[config.mk]
export PLATFORM = sky130hd
export DESIGN_NAME = spi_host_ctrl
export DESIGN_NICKNAME = d
export VERILOG_FILES = /design/src/rtl/spi_host_pkg.sv /design/src/rtl/spi_host_regs.sv /design/src/rtl/spi_host_clkdiv.sv /design/src/rtl/spi_host_shifter.sv /design/src/rtl/spi_host_ctrl.sv
export SDC_FILE = /design/constraint.sdc
export NUM_CORES = 1
export LEC_CHECK = 0
export BUFFER_PORTS_ARGS = -buffer_cell sky130_fd_sc_hd__clkbuf_2
export CAP_MARGIN = 30
export CORE_MARGIN = 5
export CORE_UTILIZATION = 50
export CTS_CLUSTER_DIAMETER = 30
export DETAILED_ROUTE_END_ITERATION = 7
export PLACE_DENSITY = 0.71
export SLEW_MARGIN = 20
export SYNTH_ARGS = -nofsm -noshare
export SYNTH_HDL_FRONTEND = slang
export SYNTH_HIERARCHICAL = 1
export SYNTH_SLANG_ARGS = --single-unit
[constraint.sdc]
create_clock -name clk -period 4.3 [get_ports clk]
set_input_delay 0.43 -clock clk [delete_from_list [all_inputs] [get_ports clk]]
set_output_delay 0.43 -clock clk [all_outputs]
set_load 0.01 [all_outputs]
[src/rtl/spi_host_pkg.sv]
package spi_host_pkg;
    localparam int unsigned REG_W = 16;

    localparam logic [4:0] OFF_CTRL  = 5'h00;
    localparam logic [4:0] OFF_FLAGS = 5'h04;
    localparam logic [4:0] OFF_STAT  = 5'h08;
    localparam logic [4:0] OFF_TX    = 5'h0C;
    localparam logic [4:0] OFF_RX    = 5'h10;
    localparam logic [4:0] OFF_DIV   = 5'h14;

    localparam int unsigned CB_ENABLE = 14;
    localparam int unsigned CB_MASTER = 12;
    localparam int unsigned CB_CPOL   = 11;
    localparam int unsigned CB_CPHA   = 10;
    localparam int unsigned CB_LSB    = 9;

    localparam int unsigned SB_DONE = 0;
    localparam int unsigned SB_TXF  = 1;
    localparam int unsigned SB_RXF  = 2;

    localparam logic [REG_W-1:0] DIV_FLOOR = 16'd2;
endpackage

[src/rtl/spi_host_regs.sv]
module spi_host_regs
    import spi_host_pkg::*;
#(
    parameter int unsigned WORD_BITS = 8,
    parameter int unsigned ADDR_W    = 5
) (
    input  logic              clk,
    input  logic              rst_n,
    input  logic [ADDR_W-1:0] addr_i,
    input  logic              wr_i,
    input  logic              rd_i,
    input  logic [REG_W-1:0]  wdata_i,
    output logic [REG_W-1:0]  rdata_o,
    input  logic              load_i,
    input  logic              finish_i,
    input  logic [WORD_BITS-1:0] rx_word_i,
    output logic [REG_W-1:0]  ctrl_o,
    output logic [REG_W-1:0]  flags_o,
    output logic [REG_W-1:0]  eff_div_o,
    output logic [WORD_BITS-1:0] tx_word_o,
    output logic              tx_full_o
);
    typedef struct packed {
        logic [REG_W-1:0]     ctrl;
        logic [REG_W-1:0]     flags;
        logic [REG_W-1:0]     div;
        logic [WORD_BITS-1:0] tx_buf;
        logic [WORD_BITS-1:0] rx_buf;
        logic                 tx_full;
        logic                 rx_full;
        logic                 done;
    } regs_t;

    regs_t q, d;
    logic  wr_tx;
    logic  rd_rx;

    assign wr_tx = wr_i && (addr_i == OFF_TX);
    assign rd_rx = rd_i && (addr_i == OFF_RX);

    always_comb begin
        d = q;
        if (load_i) d.tx_full = 1'b0;
        if (rd_rx)  d.rx_full = 1'b0;
        if (wr_i) begin
            case (addr_i)
                OFF_CTRL:  d.ctrl  = wdata_i;
                OFF_FLAGS: d.flags = wdata_i;
                OFF_DIV:   d.div   = wdata_i;
                OFF_TX: begin
                    d.tx_buf  = wdata_i[WORD_BITS-1:0];
                    d.tx_full = 1'b1;
                    d.done    = 1'b0;
                end
                default: ;
            endcase
        end
        if (finish_i) begin
            d.rx_buf  = rx_word_i;
            d.rx_full = 1'b1;
            d.done    = 1'b1;
        end
    end

    always_ff @(posedge clk) begin
        if (!rst_n) q <= '0;
        else        q <= d;
    end

    always_comb begin
        rdata_o = '0;
        case (addr_i)
            OFF_CTRL:  rdata_o = q.ctrl;
            OFF_FLAGS: rdata_o = q.flags;
            OFF_DIV:   rdata_o = q.div;
            OFF_TX:    rdata_o[WORD_BITS-1:0] = q.tx_buf;
            OFF_RX:    rdata_o[WORD_BITS-1:0] = q.rx_buf;
            OFF_STAT: begin
                rdata_o[SB_DONE] = q.done;
                rdata_o[SB_TXF]  = q.tx_full;
                rdata_o[SB_RXF]  = q.rx_full;
            end
            default: ;
        endcase
    end

    assign ctrl_o    = q.ctrl;
    assign flags_o   = q.flags;
    assign eff_div_o = (q.div < DIV_FLOOR) ? DIV_FLOOR : q.div;
    assign tx_word_o = q.tx_buf;
    assign tx_full_o = q.tx_full;


    txf_clear_on_load_chk: assert property (@(posedge clk) disable iff (!rst_n)
        load_i && !wr_tx |=> !q.tx_full);


    finish_sets_flags_chk: assert property (@(posedge clk) disable iff (!rst_n)
        finish_i |=> q.rx_full && q.done);
endmodule

[src/rtl/spi_host_clkdiv.sv]
module spi_host_clkdiv #(
    parameter int unsigned CNT_W = 16
) (
    input  logic             clk,
    input  logic             rst_n,
    input  logic             run_i,
    input  logic [CNT_W-1:0] eff_div_i,
    output logic             tick_o
);
    typedef struct packed {
        logic [CNT_W-1:0] cnt;
    } div_t;

    div_t q, d;

    assign tick_o = run_i && (q.cnt == eff_div_i - 1'b1);

    always_comb begin
        d = q;
        if (!run_i)      d.cnt = '0;
        else if (tick_o) d.cnt = '0;
        else             d.cnt = q.cnt + 1'b1;
    end

    always_ff @(posedge clk) begin
        if (!rst_n) q <= '0;
        else        q <= d;
    end


    div_range_chk: assert property (@(posedge clk) disable iff (!rst_n)
        run_i |-> q.cnt < eff_div_i);
endmodule

[src/rtl/spi_host_shifter.sv]
module spi_host_shifter #(
    parameter int unsigned WORD_BITS = 8
) (
    input  logic                 clk,
    input  logic                 rst_n,
    input  logic                 start_i,
    input  logic                 abort_i,
    input  logic                 tick_i,
    input  logic                 cpol_i,
    input  logic                 cpha_i,
    input  logic                 lsb_i,
    input  logic                 miso_i,
    input  logic [WORD_BITS-1:0] tx_word_i,
    output logic                 load_o,
    output logic                 finish_o,
    output logic [WORD_BITS-1:0] rx_word_o,
    output logic                 busy_o,
    output logic                 sck_o,
    output logic                 mosi_o
);
    localparam int unsigned N_EDGES = 2 * WORD_BITS;
    localparam int unsigned EDGE_W  = $clog2(N_EDGES);
    localparam logic [EDGE_W-1:0] LAST_EDGE = EDGE_W'(N_EDGES - 1);

    typedef struct packed {
        logic                 busy;
        logic [EDGE_W-1:0]    edge_idx;
        logic [WORD_BITS-1:0] tx_sh;
        logic [WORD_BITS-1:0] rx_sh;
        logic                 sck;
    } shf_t;

    shf_t q, d;
    logic leading;
    logic do_sample;
    logic do_drive;
    logic [WORD_BITS-1:0] rx_next;

    assign leading   = ~q.edge_idx[0];
    assign do_sample = cpha_i ? ~leading : leading;
    assign do_drive  = cpha_i ? (leading && (q.edge_idx != '0)) : ~leading;

    always_comb begin
        d        = q;
        load_o   = 1'b0;
        finish_o = 1'b0;
        rx_next  = q.rx_sh;
        if (!q.busy) begin
            d.sck = cpol_i;
            if (start_i) begin
                load_o     = 1'b1;
                d.busy     = 1'b1;
                d.edge_idx = '0;
                d.tx_sh    = tx_word_i;
                d.rx_sh    = '0;
            end
        end else if (abort_i) begin
            d.busy = 1'b0;
            d.sck  = cpol_i;
        end else if (tick_i) begin
            d.sck      = ~q.sck;
            d.edge_idx = q.edge_idx + 1'b1;
            if (do_sample) begin
                rx_next = lsb_i ? {miso_i, q.rx_sh[WORD_BITS-1:1]}
                                : {q.rx_sh[WORD_BITS-2:0], miso_i};
            end
            d.rx_sh = rx_next;
            if (do_drive) begin
                d.tx_sh = lsb_i ? (q.tx_sh >> 1) : (q.tx_sh << 1);
            end
            if (q.edge_idx == LAST_EDGE) begin
                finish_o = 1'b1;
                d.busy   = 1'b0;
                d.sck    = cpol_i;
            end
        end
    end

    always_ff @(posedge clk) begin
        if (!rst_n) q <= '0;
        else        q <= d;
    end

    assign rx_word_o = rx_next;
    assign busy_o    = q.busy;
    assign sck_o     = q.busy ? q.sck : cpol_i;
    assign mosi_o    = q.busy ? (lsb_i ? q.tx_sh[0] : q.tx_sh[WORD_BITS-1]) : 1'b1;


    sck_still_chk: assert property (@(posedge clk) disable iff (!rst_n)
        q.busy && !tick_i && !abort_i |=> $stable(q.sck));


    finish_edge_chk: assert property (@(posedge clk) disable iff (!rst_n)
        finish_o |-> q.edge_idx == LAST_EDGE);


    abort_stop_chk: assert property (@(posedge clk) disable iff (!rst_n)
        q.busy && abort_i |=> !q.busy);
endmodule

[src/rtl/spi_host_ctrl.sv]
module spi_host_ctrl
    import spi_host_pkg::*;
#(
    parameter int unsigned WORD_BITS = 8,
    parameter int unsigned NUM_CS    = 7,
    parameter int unsigned ADDR_W    = 5
) (
    input  logic              clk,
    input  logic              rst_n,
    input  logic [ADDR_W-1:0] bus_addr,
    input  logic              bus_wr,
    input  logic              bus_rd,
    input  logic [REG_W-1:0]  bus_wdata,
    output logic [REG_W-1:0]  bus_rdata,
    output logic              spi_sck,
    output logic              spi_mosi,
    input  logic              spi_miso,
    output logic [NUM_CS-1:0] spi_cs
);
    logic [REG_W-1:0]     ctrl;
    logic [REG_W-1:0]     flags;
    logic [REG_W-1:0]     eff_div;
    logic [WORD_BITS-1:0] tx_word;
    logic [WORD_BITS-1:0] rx_word;
    logic                 tx_full;
    logic                 load;
    logic                 finish;
    logic                 busy;
    logic                 tick;
    logic                 start_req;
    logic                 abort_req;
    logic                 unused_bits;

    assign abort_req = ~ctrl[CB_ENABLE];
    assign start_req = tx_full && ctrl[CB_ENABLE] && ctrl[CB_MASTER] && (ctrl[1:0] == 2'b00);
    assign unused_bits = ^{ctrl, flags};

    spi_host_regs #(.WORD_BITS(WORD_BITS), .ADDR_W(ADDR_W)) u_regs (
        .clk       (clk),
        .rst_n     (rst_n),
        .addr_i    (bus_addr),
        .wr_i      (bus_wr),
        .rd_i      (bus_rd),
        .wdata_i   (bus_wdata),
        .rdata_o   (bus_rdata),
        .load_i    (load),
        .finish_i  (finish),
        .rx_word_i (rx_word),
        .ctrl_o    (ctrl),
        .flags_o   (flags),
        .eff_div_o (eff_div),
        .tx_word_o (tx_word),
        .tx_full_o (tx_full)
    );

    spi_host_clkdiv #(.CNT_W(REG_W)) u_div (
        .clk       (clk),
        .rst_n     (rst_n),
        .run_i     (busy),
        .eff_div_i (eff_div),
        .tick_o    (tick)
    );

    spi_host_shifter #(.WORD_BITS(WORD_BITS)) u_shf (
        .clk       (clk),
        .rst_n     (rst_n),
        .start_i   (start_req),
        .abort_i   (abort_req),
        .tick_i    (tick),
        .cpol_i    (ctrl[CB_CPOL]),
        .cpha_i    (ctrl[CB_CPHA]),
        .lsb_i     (ctrl[CB_LSB]),
        .miso_i    (spi_miso),
        .tx_word_i (tx_word),
        .load_o    (load),
        .finish_o  (finish),
        .rx_word_o (rx_word),
        .busy_o    (busy),
        .sck_o     (spi_sck),
        .mosi_o    (spi_mosi)
    );

    generate
        for (genvar k = 1; k <= NUM_CS; k++) begin : g_cs
            assign spi_cs[k-1] = flags[k] ? flags[8+k] : 1'b1;
        end
    endgenerate


    no_start_when_off_chk: assert property (@(posedge clk) disable iff (!rst_n)
        !busy && !ctrl[CB_ENABLE] |=> !busy);
endmodule

==> results of run 1 <==
[flip-flops by register name (all words and copies together) (netlist names)]
signal,cells
u_regs/q,26
u_regs/flags_o,16
u_regs/ctrl_o,16
u_regs/tx_word_o,8
u_regs/tx_full_o,1
u_shf/q,21
u_shf/busy_o,1
u_div/q,16
[per-stage QoR]
step	cell area, um2	setup WS, ns	hold slack (ns)	utilization (%)
after floorplan	6070	0.00129	0.433	-
after global placement	6100	0.272	0.443	51.2
after detailed placement	6120	0.129	0.454	51.4
after CTS	6410	0.115	0.361	53.8
after global routing	6440	-0.00567	0.363	54.1
final	6440	0.262	0.365	54.1
[area by class of cell]
| class | instances | area, um2 |
|---|---|---|
| Clock inverter | 6 | 51.3 |
| Tap cell | 147 | 184 |
| Timing Repair Buffer | 66 | 384 |
| Fill cell | 1076 | 5470 |
| Inverter | 14 | 52.6 |
| Clock buffer | 10 | 239 |
| Multi-Input combinational cell | 470 | 3430 |
| Sequential cell | 105 | 2100 |
[worst max-delay path, stage by stage (launching register included)]
cell and delay, ns:
dfxtp_1 0.32, nor4_1 0.30, nand4_1 0.16, and2_4 0.20
inv_1 0.05, ha_2 0.21, or4b_4 0.53, or4_4 0.46
xnor2_1 0.14, nor2_1 0.09, o21ai_1 0.09, a2111oi_4 0.40
and3b_2 0.32, and2_2 0.34, a21oi_1 0.10, mux2i_1 0.14
nor2b_1 0.06
[power groups by stage]
stage	logic, mW	registers [mW]	clock network, mW
after floorplan	0.0896	1.00	0
after global placement	0.113	1.00	0
after detailed placement	0.117	1.00	0
after CTS	0.118	0.979	0.815
after global routing	0.131	0.980	0.856
final	0.119	0.979	0.796
[what timing repair did]
action | 4_1_cts | 5_1_grt
resized for setup | 0 | 4
setup endpoints to repair | 0 | 22
hold endpoints to repair | 0 | 0
[layout by cell type (no fill, tap or decap), types with 3 or more instances in the layout]
cell          n
clkinvlp_4    3
nor2_2        7
mux2i_1     100
nor3_1       25
clkbuf_16     9
ha_1          3
a32o_1        7
a21boi_0      3
or3_1         3
inv_1        14
o21a_1        3
xnor2_1      22
a221o_1       5
and3_1        7
nand2_1     112
xor2_1       13
buf_4        15
and2_4        3
nand3b_1      3
a211oi_2      6
mux2_2        9
nand4_1       6
nand2b_1      9
o2bb2ai_1    14
nor2_1       16
dfxtp_1     105
a21oi_1      12
nor4_1        6
nand3_1      11
o21ai_0       7
nor2b_1      13
clkbuf_2     49
[worst paths after layout]
check | startpoint | end | slack, ns | cells past startpoint
worst min-delay path | bus_wdata[12] | u_regs/flags_o[12]$_SDFFE_PN0P_ | 0.37 | 3
worst min register to register | u_regs/q[0]$_SDFFE_PN0P_ | u_regs/q[0]$_SDFFE_PN0P_ | 0.46 | 2
worst max register to register | u_regs/q[26]$_SDFFE_PN0P_ | u_regs/q[4]$_SDFFE_PN0P_ | 0.26 | 16
worst max-delay path | u_regs/q[26]$_SDFFE_PN0P_ | u_regs/q[4]$_SDFFE_PN0P_ | 0.26 | 16
[routing by layer]
metal | up-vias | part of all wire [%] | wire [um] | track usage, %
met5 | - | 0 | 0 | 0
met4 | 0 | 2.1 | 300 | 6.37
met3 | 20 | 5.7 | 838 | 4.85
met2 | 126 | 48 | 6950 | 32.7
met1 | 2336 | 45 | 6520 | 27.2
li1 | 2302 | - | - | -
==> summary.txt, run 1 <==
Number of CTS-inserted buffers - 9
Worst-skew pair later-pin latency - 0.34 ns
Post-Syn Area - 6040 um2
Arrival time worst endpoint - 4.27 ns
Crit path kind - register to register
Via count - 4784
Final Skew - 0.00760 ns
Combinational fraction of design power - 6.3%
Antenna viol nets, final - 0
Area growth from synthesis to layout - 6.56%
PD cells - 294 nW/um2
WP data required - 4.54 ns
Placed Cells incl. Taps - 800
Ant. Diodes - 0
Clock Path Buffers - 2
Layout Cells excl Fill - 818
Ys Warns - 6
Ratio of cells with drive above 1 in the final layout - 18.9%
Total internal power - 1.44 mW
Root Buffer - clkbuf_16
Minimum clock period - 4.04 ns
Tcrit/Tclk final - 93.9%
Pin count of the biggest net entering global routing - 72
Flop pwr share - 51.7%
Worst-Margin Slew - 0.823 ns
Rows - 40
Initial antenna violation count - 0
Endpoint type of the worst setup path - register
Leakage - 2.65 nW
Die W - 120 um
Final hold viol count - 0
Hpwl dp - 10900 um
H-tree Lvls - 3
Global placement routability congestion - 0.891
Syn Area/Cell - 9.03 um2
I/O Buffers - 50
Mapped Cells - 669
Unrepaired setup endpoints after global routing - true
DRC viols - 0
Final WL - 14600 um
Reg clk slew, reported paths - 0.07 ns
NumNets Final - 696
Ports - 51
Hold WC Path Type - primary input to register
Final Setup Violations - 0
Hold buffers post-CTS - 0
Psw - 0.458 mW
Switching Share - 24.2%
Detail-routed via count per cell - 5.85
GRT Total Usage - 20.4%
DR iter-0 viols - 298
Clock Power Share - 42.0%
Max-cap viol count - 0
Status - finished clean
Fmax - 248 MHz
Final Max Tran Viols - 0
Vias in the first global route - 4542
Setup TNS - 0 ns
CTS Sinks - 105
Worst setup SP type - register
Relative slew slack - 44.6%
Syn_nets - 699
Overall Power - 1.89 mW
Postcts setup bufs - 0
TritonCTS clock tree - done
First-pass GRT wire length - 23800 um
Starting Density - 50.7%
CP Max Fanout - 10
GRT overflow - 0
Core footprint - 11900 um2
Max IR drop VDD - 0.230 mV
DIE AREA - 14400 um2
1st-pass router iterations - 6
Die Y - 120 um
Drt wl/cell - 17.9 um
No activity file was read; power rests on OpenSTA's default activity.
==> run 2, diff against run 1 <==
PLACE_DENSITY = 0.72   (was 0.71)
==> run 2 against run 1 <==
  * Maximum frequency fell by 2.2%
  * Utilization rose by 1.6 points
  * Via count rose by 2.4%
  * Clock skew rose by 0.0012 ns
  * Die area did not move
  * Hold slack got worse by 0.012 ns
  * Global-route usage rose by 0.34 points
  * Setup slack got worse by 0.091 ns
  * Sequential cell count did not move
  * Critical endpoint is now u_regs/q[7]$_SDFFE_PN0P_
==> summary.txt, run 2 (synthesis gave the netlist of run 1 again) <==
Root Buffer - clkbuf_16 (unchanged)
Fmax - 242 MHz (was 248 MHz)
Via count - 4899 (was 4784)
Pin count of the biggest net entering global routing - 40 (was 72)
Hold buffers post-CTS - 0 (unchanged)
Antenna viol nets, final - 0 (unchanged)
Worst path max stage delay - 0.50 ns (was 0.53 ns)
Endpoint type of the worst setup path - register (unchanged)
Detail-routed via count per cell - 5.90 (was 5.85)
Core footprint - 11900 um2 (unchanged)
GRT Total Usage - 20.8% (was 20.4%)
Slowest CP cell - or4b_4 (unchanged)
Critical path, cell by cell - nor4_4 -> nand4_1 -> and2_4 -> inv_2 -> ha_4 -> or4b_4 -> or4_4 -> or3_4 -> a2111oi_4 -> and3b_2 -> buf_4 -> and2_4 -> buf_4 -> nor2_2 -> a21oi_1 -> mux2i_1 -> nor2b_1 (was nor4_1 -> nand4_1 -> and2_4 -> inv_1 -> ha_2 -> or4b_4 -> or4_4 -> xnor2_1 -> nor2_1 -> o21ai_1 -> a2111oi_4 -> and3b_2 -> and2_2 -> a21oi_1 -> mux2i_1 -> nor2b_1)
Max-cap viol count - 0 (unchanged)
Reg clk slew, reported paths - 0.07 ns (about the same)
Rows - 40 (unchanged)
Overall Power - 2.03 mW (was 1.89 mW)
Biggest regs - u_regs/q x26, u_shf/q x21 (unchanged)
Final Skew - 0.00877 ns (was 0.00760 ns)
Max FFs per register - 26 (unchanged)
Final Max Tran Viols - 0 (unchanged)
Ratio of cells with drive above 1 in the final layout - 21.3% (was 18.9%)
Final Setup Violations - 0 (unchanged)
Worst Hold Launch - bus_wdata[10] (was bus_wdata[12])
Global placement routability congestion - 0.891 (about the same)
Max IR drop VDD - 0.197 mV (was 0.230 mV)
Status - finished clean (unchanged)
Commonest non-fill, non-tap cell in the layout - nand2_1 (unchanged)
Number of CTS-inserted buffers - 9 (unchanged)
DRC viols - 0 (unchanged)
Final WS setup - 0.171 ns (was 0.262 ns)
CP Launch Point - u_regs/q[28]$_SDFFE_PN0P_ (was u_regs/q[26]$_SDFFE_PN0P_)
Final WL - 15300 um (was 14600 um)
Hpwl dp - 10900 um (about the same)
1st-pass router iterations - 5 (was 6)
WHS Path Cells - 3 (unchanged)
FF+latch area - 2110 um2 (was 2100 um2)
Relative slew slack - 45.4% (was 44.6%)
Starting Density - 50.7% (unchanged)
Minimum clock period - 4.13 ns (was 4.04 ns)
TritonCTS clock tree - done (unchanged)
I/O Buffers - 50 (unchanged)
FILL cells - 1048 (was 1076)
Hold WC Path Type - primary input to register (unchanged)
Reg-to-reg startpoint - u_regs/q[28]$_SDFFE_PN0P_ (was u_regs/q[26]$_SDFFE_PN0P_)
DR iter-0 viols - 412 (was 298)
Leakage - 2.76 nW (was 2.65 nW)
Area growth from synthesis to layout - 9.73% (was 6.56%)
Ant. Diodes - 0 (unchanged)
PD cells - 306 nW/um2 (was 294 nW/um2)
Ports - 51 (unchanged)
Worst-Margin Slew - 0.819 ns (was 0.823 ns)
Die Y - 120 um (unchanged)
Worst setup SP type - register (unchanged)
Initial antenna violation count - 0 (unchanged)
CP Max Fanout - 7 (was 10)
H-tree Lvls - 3 (unchanged)
Crit path kind - register to register (unchanged)
GRT overflow - 0 (unchanged)
First-pass GRT wire length - 24100 um (was 23800 um)
Setup TNS - 0 ns (unchanged)
NumNets Final - 709 (was 696)
Worst-skew pair later-pin latency - 0.36 ns (was 0.34 ns)
Commonest non-fill, non-tap cells in the layout - nand2_1, dfxtp_1, mux2i_1 (unchanged)
Multi-input logic area - 3460 um2 (was 3430 um2)
WP data required - 4.59 ns (was 4.54 ns)
Worst R2R Path Depth - 17 (was 16)
DIE AREA - 14400 um2 (unchanged)
Most flops, register - u_regs/q (unchanged)
Setup Slack @ Placement - 0.0650 ns (was 0.129 ns)
Die W - 120 um (unchanged)
Clock Path Buffers - 2 (unchanged)
CTS Sinks - 105 (unchanged)
Arrival time worst endpoint - 4.42 ns (was 4.27 ns)
Finished Core Util - 55.7% (was 54.1%)
Tcrit/Tclk final - 96.0% (was 93.9%)
Vias in the first global route - 4790 (was 4542)
Drt wl/cell - 18.4 um (was 17.9 um)
Final hold viol count - 0 (unchanged)
[run 2: layout make-up]
class	instances	area share [%]
Inverter	14	0.793
Clock inverter	5	1.30
Timing Repair Buffer	79	7.34
Multi-Input combinational cell	470	52.2
Sequential cell	105	31.8
Tap cell	147	2.77
Clock buffer	11	3.81
[run 2: routing by layer]
metal	wire [um]	share of wire, %	track usage (%)
met5	0	0	0
met4	297	1.9	6.51
met3	826	5.4	3.86
met2	7340	48	35.2
met1	6830	45	26.6
[run 2: per-stage QoR]
| step | instances | area [um2] | hold WS [ns] |
|---|---|---|---|
| finish | 831 | 6630 | 0.353 |
| global route | 831 | 6630 | 0.355 |
| CTS | 815 | 6450 | 0.350 |
| detailed placement | 799 | 6110 | 0.453 |
| global placement | 798 | 6090 | 0.442 |
| floorplan | 669 | 6070 | 0.433 |
[run 2: power by group]
group / switching [mW] / internal [mW] / total, mW
registers: 0.00441 / 0.975 / 0.979
clock network: 0.379 / 0.546 / 0.926
logic: 0.0768 / 0.0502 / 0.127
total: 0.460 / 1.57 / 2.03
[run 2: worst paths after layout]
path         slack, ns                             to
max               0.17       u_regs/q[7]$_SDFFE_PN0P_
min               0.35      u_regs/q[29]$_SDFFE_PN0P_
max reg2reg       0.17       u_regs/q[7]$_SDFFE_PN0P_
min reg2reg       0.47  u_regs/ctrl_o[7]$_SDFFE_PN0P_
[run 2: timing repair]
action                                 CTS  global route
setup buffers                            0            12
gates resized for setup                  0            16
setup endpoints to repair                0            25
endpoints found under the hold margin    0             0
[run 2: worst max-delay path: cells and delay by family (launching register included)]
family	cells	cell delay, ns
simple gates	10	2.57
flops	1	0.38
mux	1	0.09
buf+inv	3	0.33
compound gates	2	0.55
fa+ha+maj	1	0.15
==> run 3, diff against run 2 <==
MAX_ROUTING_LAYER = met4   (was unset)
==> run 3 against run 2 <==
  * Cell count shrank 1.2%
  * Largest cell class unchanged
  * Critical path type unchanged
  * Highest routed layer unchanged
  * Setup slack lost 0.017 ns
  * Sequential cell count is the same
  * Register-to-register slack lost 0.02 ns
  * Global-route usage grew 0.52 points
  * Utilization shrank 0.71 points
  * Design area shrank 1.3%
  * First-iteration DRC count grew 11%
  * Hold slack gained 0.0045 ns
==> summary.txt, run 3 (synthesis gave the netlist of run 1 again) <==
Ports - 51 (unchanged)
Most frequent CP cell - and2_4
Final WL - 15100 um (was 15300 um)
Crit path kind - register to register (unchanged)
Worst setup SP type - register (unchanged)
Max IR drop VDD - 0.220 mV (was 0.197 mV)
Setup TNS - 0 ns (unchanged)
Area growth from synthesis to layout - 8.32% (was 9.73%)
Overall Power - 2.06 mW (was 2.03 mW)
Relative slew slack - 41.3% (was 45.4%)
Commonest non-fill, non-tap cell in the layout - nand2_1 (unchanged)
Endpoint type of the worst setup path - register (unchanged)
Starting Density - 50.7% (unchanged)
DRC viols - 0 (unchanged)
Biggest regs - u_regs/q x26, u_shf/q x21 (unchanged)
Drt wl/cell - 18.4 um (about the same)
Die W - 120 um (unchanged)
GRT Total Usage - 21.3% (was 20.8%)
Via count - 4803 (was 4899)
Leakage - 2.70 nW (was 2.76 nW)
Fmax - 241 MHz (was 242 MHz)
DR iter-0 viols - 458 (was 412)
Final Skew - 0.00960 ns (was 0.00877 ns)
Hold buffers post-CTS - 0 (unchanged)
Number of CTS-inserted buffers - 9 (unchanged)
Initial antenna violation count - 0 (unchanged)
Status - finished clean (unchanged)
CP Max Fanout - 7 (unchanged)
Pin count of the biggest net entering global routing - 53 (was 40)
Reg clk slew, reported paths - 0.07 ns (about the same)
Max FFs per register - 26 (unchanged)
Switching Share - 22.2% (was 22.7%)
Hpwl dp - 10900 um (about the same)
PD cells - 314 nW/um2 (was 306 nW/um2)
Total internal power - 1.60 mW (was 1.57 mW)
Slowest CP cell - or4b_4 (unchanged)
Minimum clock period - 4.15 ns (was 4.13 ns)
Max-cap viol count - 0 (unchanged)
GRT overflow - 0 (unchanged)
Critical path, cell by cell - nor4_1 -> nand4_1 -> and2_4 -> inv_1 -> ha_4 -> or4b_4 -> or4_4 -> or3_4 -> a2111oi_4 -> and3b_2 -> buf_6 -> and2_4 -> mux2i_1 -> nor2b_1 (was nor4_4 -> nand4_1 -> and2_4 -> inv_2 -> ha_4 -> or4b_4 -> or4_4 -> or3_4 -> a2111oi_4 -> and3b_2 -> buf_4 -> and2_4 -> buf_4 -> nor2_2 -> a21oi_1 -> mux2i_1 -> nor2b_1)
Worst path max stage delay - 0.50 ns (about the same)
Combinational fraction of design power - 6.1% (was 6.2%)
Antenna viol nets, final - 0 (unchanged)
I/O Buffers - 50 (unchanged)
H-tree Lvls - 3 (unchanged)
Rows - 40 (unchanged)
Clock Power Share - 46.3% (was 45.6%)
WP data required - 4.54 ns (was 4.59 ns)
Psw - 0.457 mW (was 0.460 mW)
Hold WC Path Type - primary input to register (unchanged)
Arrival time worst endpoint - 4.39 ns (was 4.42 ns)
TritonCTS clock tree - done (unchanged)
Flop2flop setup slack - 0.15 ns (was 0.17 ns)
First-pass GRT wire length - 24000 um (was 24100 um)
Root Buffer - clkbuf_16 (unchanged)
Ratio of cells with drive above 1 in the final layout - 19.4% (was 21.3%)
Flop pwr share - 47.6% (was 48.2%)
Worst-Margin Slew - 0.880 ns (was 0.819 ns)
CTS Sinks - 105 (unchanged)
Global placement routability congestion - 0.894 (was 0.891)
Commonest non-fill, non-tap cells in the layout - nand2_1, dfxtp_1, mux2i_1 (unchanged)
Most flops, register - u_regs/q (unchanged)
1st-pass router iterations - 5 (unchanged)
Detail-routed via count per cell - 5.85 (was 5.90)
FILL cells - 1054 (was 1048)
Final Setup Violations - 0 (unchanged)
NumNets Final - 699 (was 709)
DIE AREA - 14400 um2 (unchanged)
Die Y - 120 um (unchanged)
Tcrit/Tclk final - 96.4% (was 96.0%)
Clock Path Buffers - 2 (unchanged)
Ant. Diodes - 0 (unchanged)
Final hold viol count - 0 (unchanged)
Vias in the first global route - 4600 (was 4790)
Final Max Tran Viols - 0 (unchanged)
Worst-skew pair later-pin latency - 0.35 ns (was 0.36 ns)
Core footprint - 11900 um2 (unchanged)
[run 3: final timing paths]
kind	depth (start not counted)	to	start
hold reg to reg	2	u_regs/ctrl_o[4]$_SDFFE_PN0P_	u_regs/ctrl_o[4]$_SDFFE_PN0P_
setup / recovery	14	u_regs/q[3]$_SDFFE_PN0P_	u_regs/q[22]$_SDFFE_PN0P_
setup reg to reg	14	u_regs/q[3]$_SDFFE_PN0P_	u_regs/q[22]$_SDFFE_PN0P_
hold / removal	3	u_regs/ctrl_o[10]$_SDFFE_PN0P_	bus_wdata[10]
[run 3: critical path, delay by kind of cell (launching register included)]
kind,cells,cell delay (ns)
fa+ha+maj,1,0.17
mux,1,0.23
simple gates,9,2.65
flops,1,0.32
buf+inv,2,0.26
compound gates,1,0.41
[run 3: layout make-up]
class	count	area [um2]	area share, %
Clock buffer	9	225	3.44
Clock inverter	7	125	1.91
Inverter	14	52.6	0.803
Multi-Input combinational cell	471	3450	52.8
Sequential cell	105	2100	32.1
Tap cell	147	184	2.81
Timing Repair Buffer	68	400	6.12
[run 3: power by group through the flow]
| stage | Sequential (mW) | Clock (mW) | Combinational (mW) |
|---|---|---|---|
| finish | 0.980 | 0.952 | 0.126 |
| global route | 0.980 | 1.01 | 0.136 |
| CTS | 0.980 | 0.970 | 0.118 |
| detailed placement | 1.00 | 0 | 0.117 |
| global placement | 1.00 | 0 | 0.114 |
| floorplan | 1.00 | 0 | 0.0896 |
[run 3: timing repair]
item / 4_1_cts / 5_1_grt
buffers inserted: 0 / 3
setup endpoints to repair: 0 / 28
resized for setup: 0 / 9
[run 3: routing by layer]
| layer | part of all wire [%] | GRT usage [%] | vias to the layer above |
|---|---|---|---|
| li1 | - | - | 2312 |
| met1 | 44 | 27.7 | 2299 |
| met2 | 47 | 34.0 | 168 |
| met3 | 6.6 | 3.77 | 24 |
| met4 | 1.8 | 6.30 | 0 |
| met5 | 0 | - | - |
[run 3: through the flow]
step | setup WS [ns] | hold slack (ns) | utilization (%) | std cells | instance area [um2]
after floorplan | 0.00129 | 0.433 | - | 669 | 6070
after global placement | 0.248 | 0.443 | 51.2 | 798 | 6090
after detailed placement | 0.149 | 0.454 | 51.3 | 799 | 6110
after CTS | 0.0985 | 0.355 | 54.2 | 815 | 6460
after global routing | -0.00205 | 0.370 | 54.9 | 821 | 6550
final | 0.154 | 0.358 | 54.9 | 821 | 6550
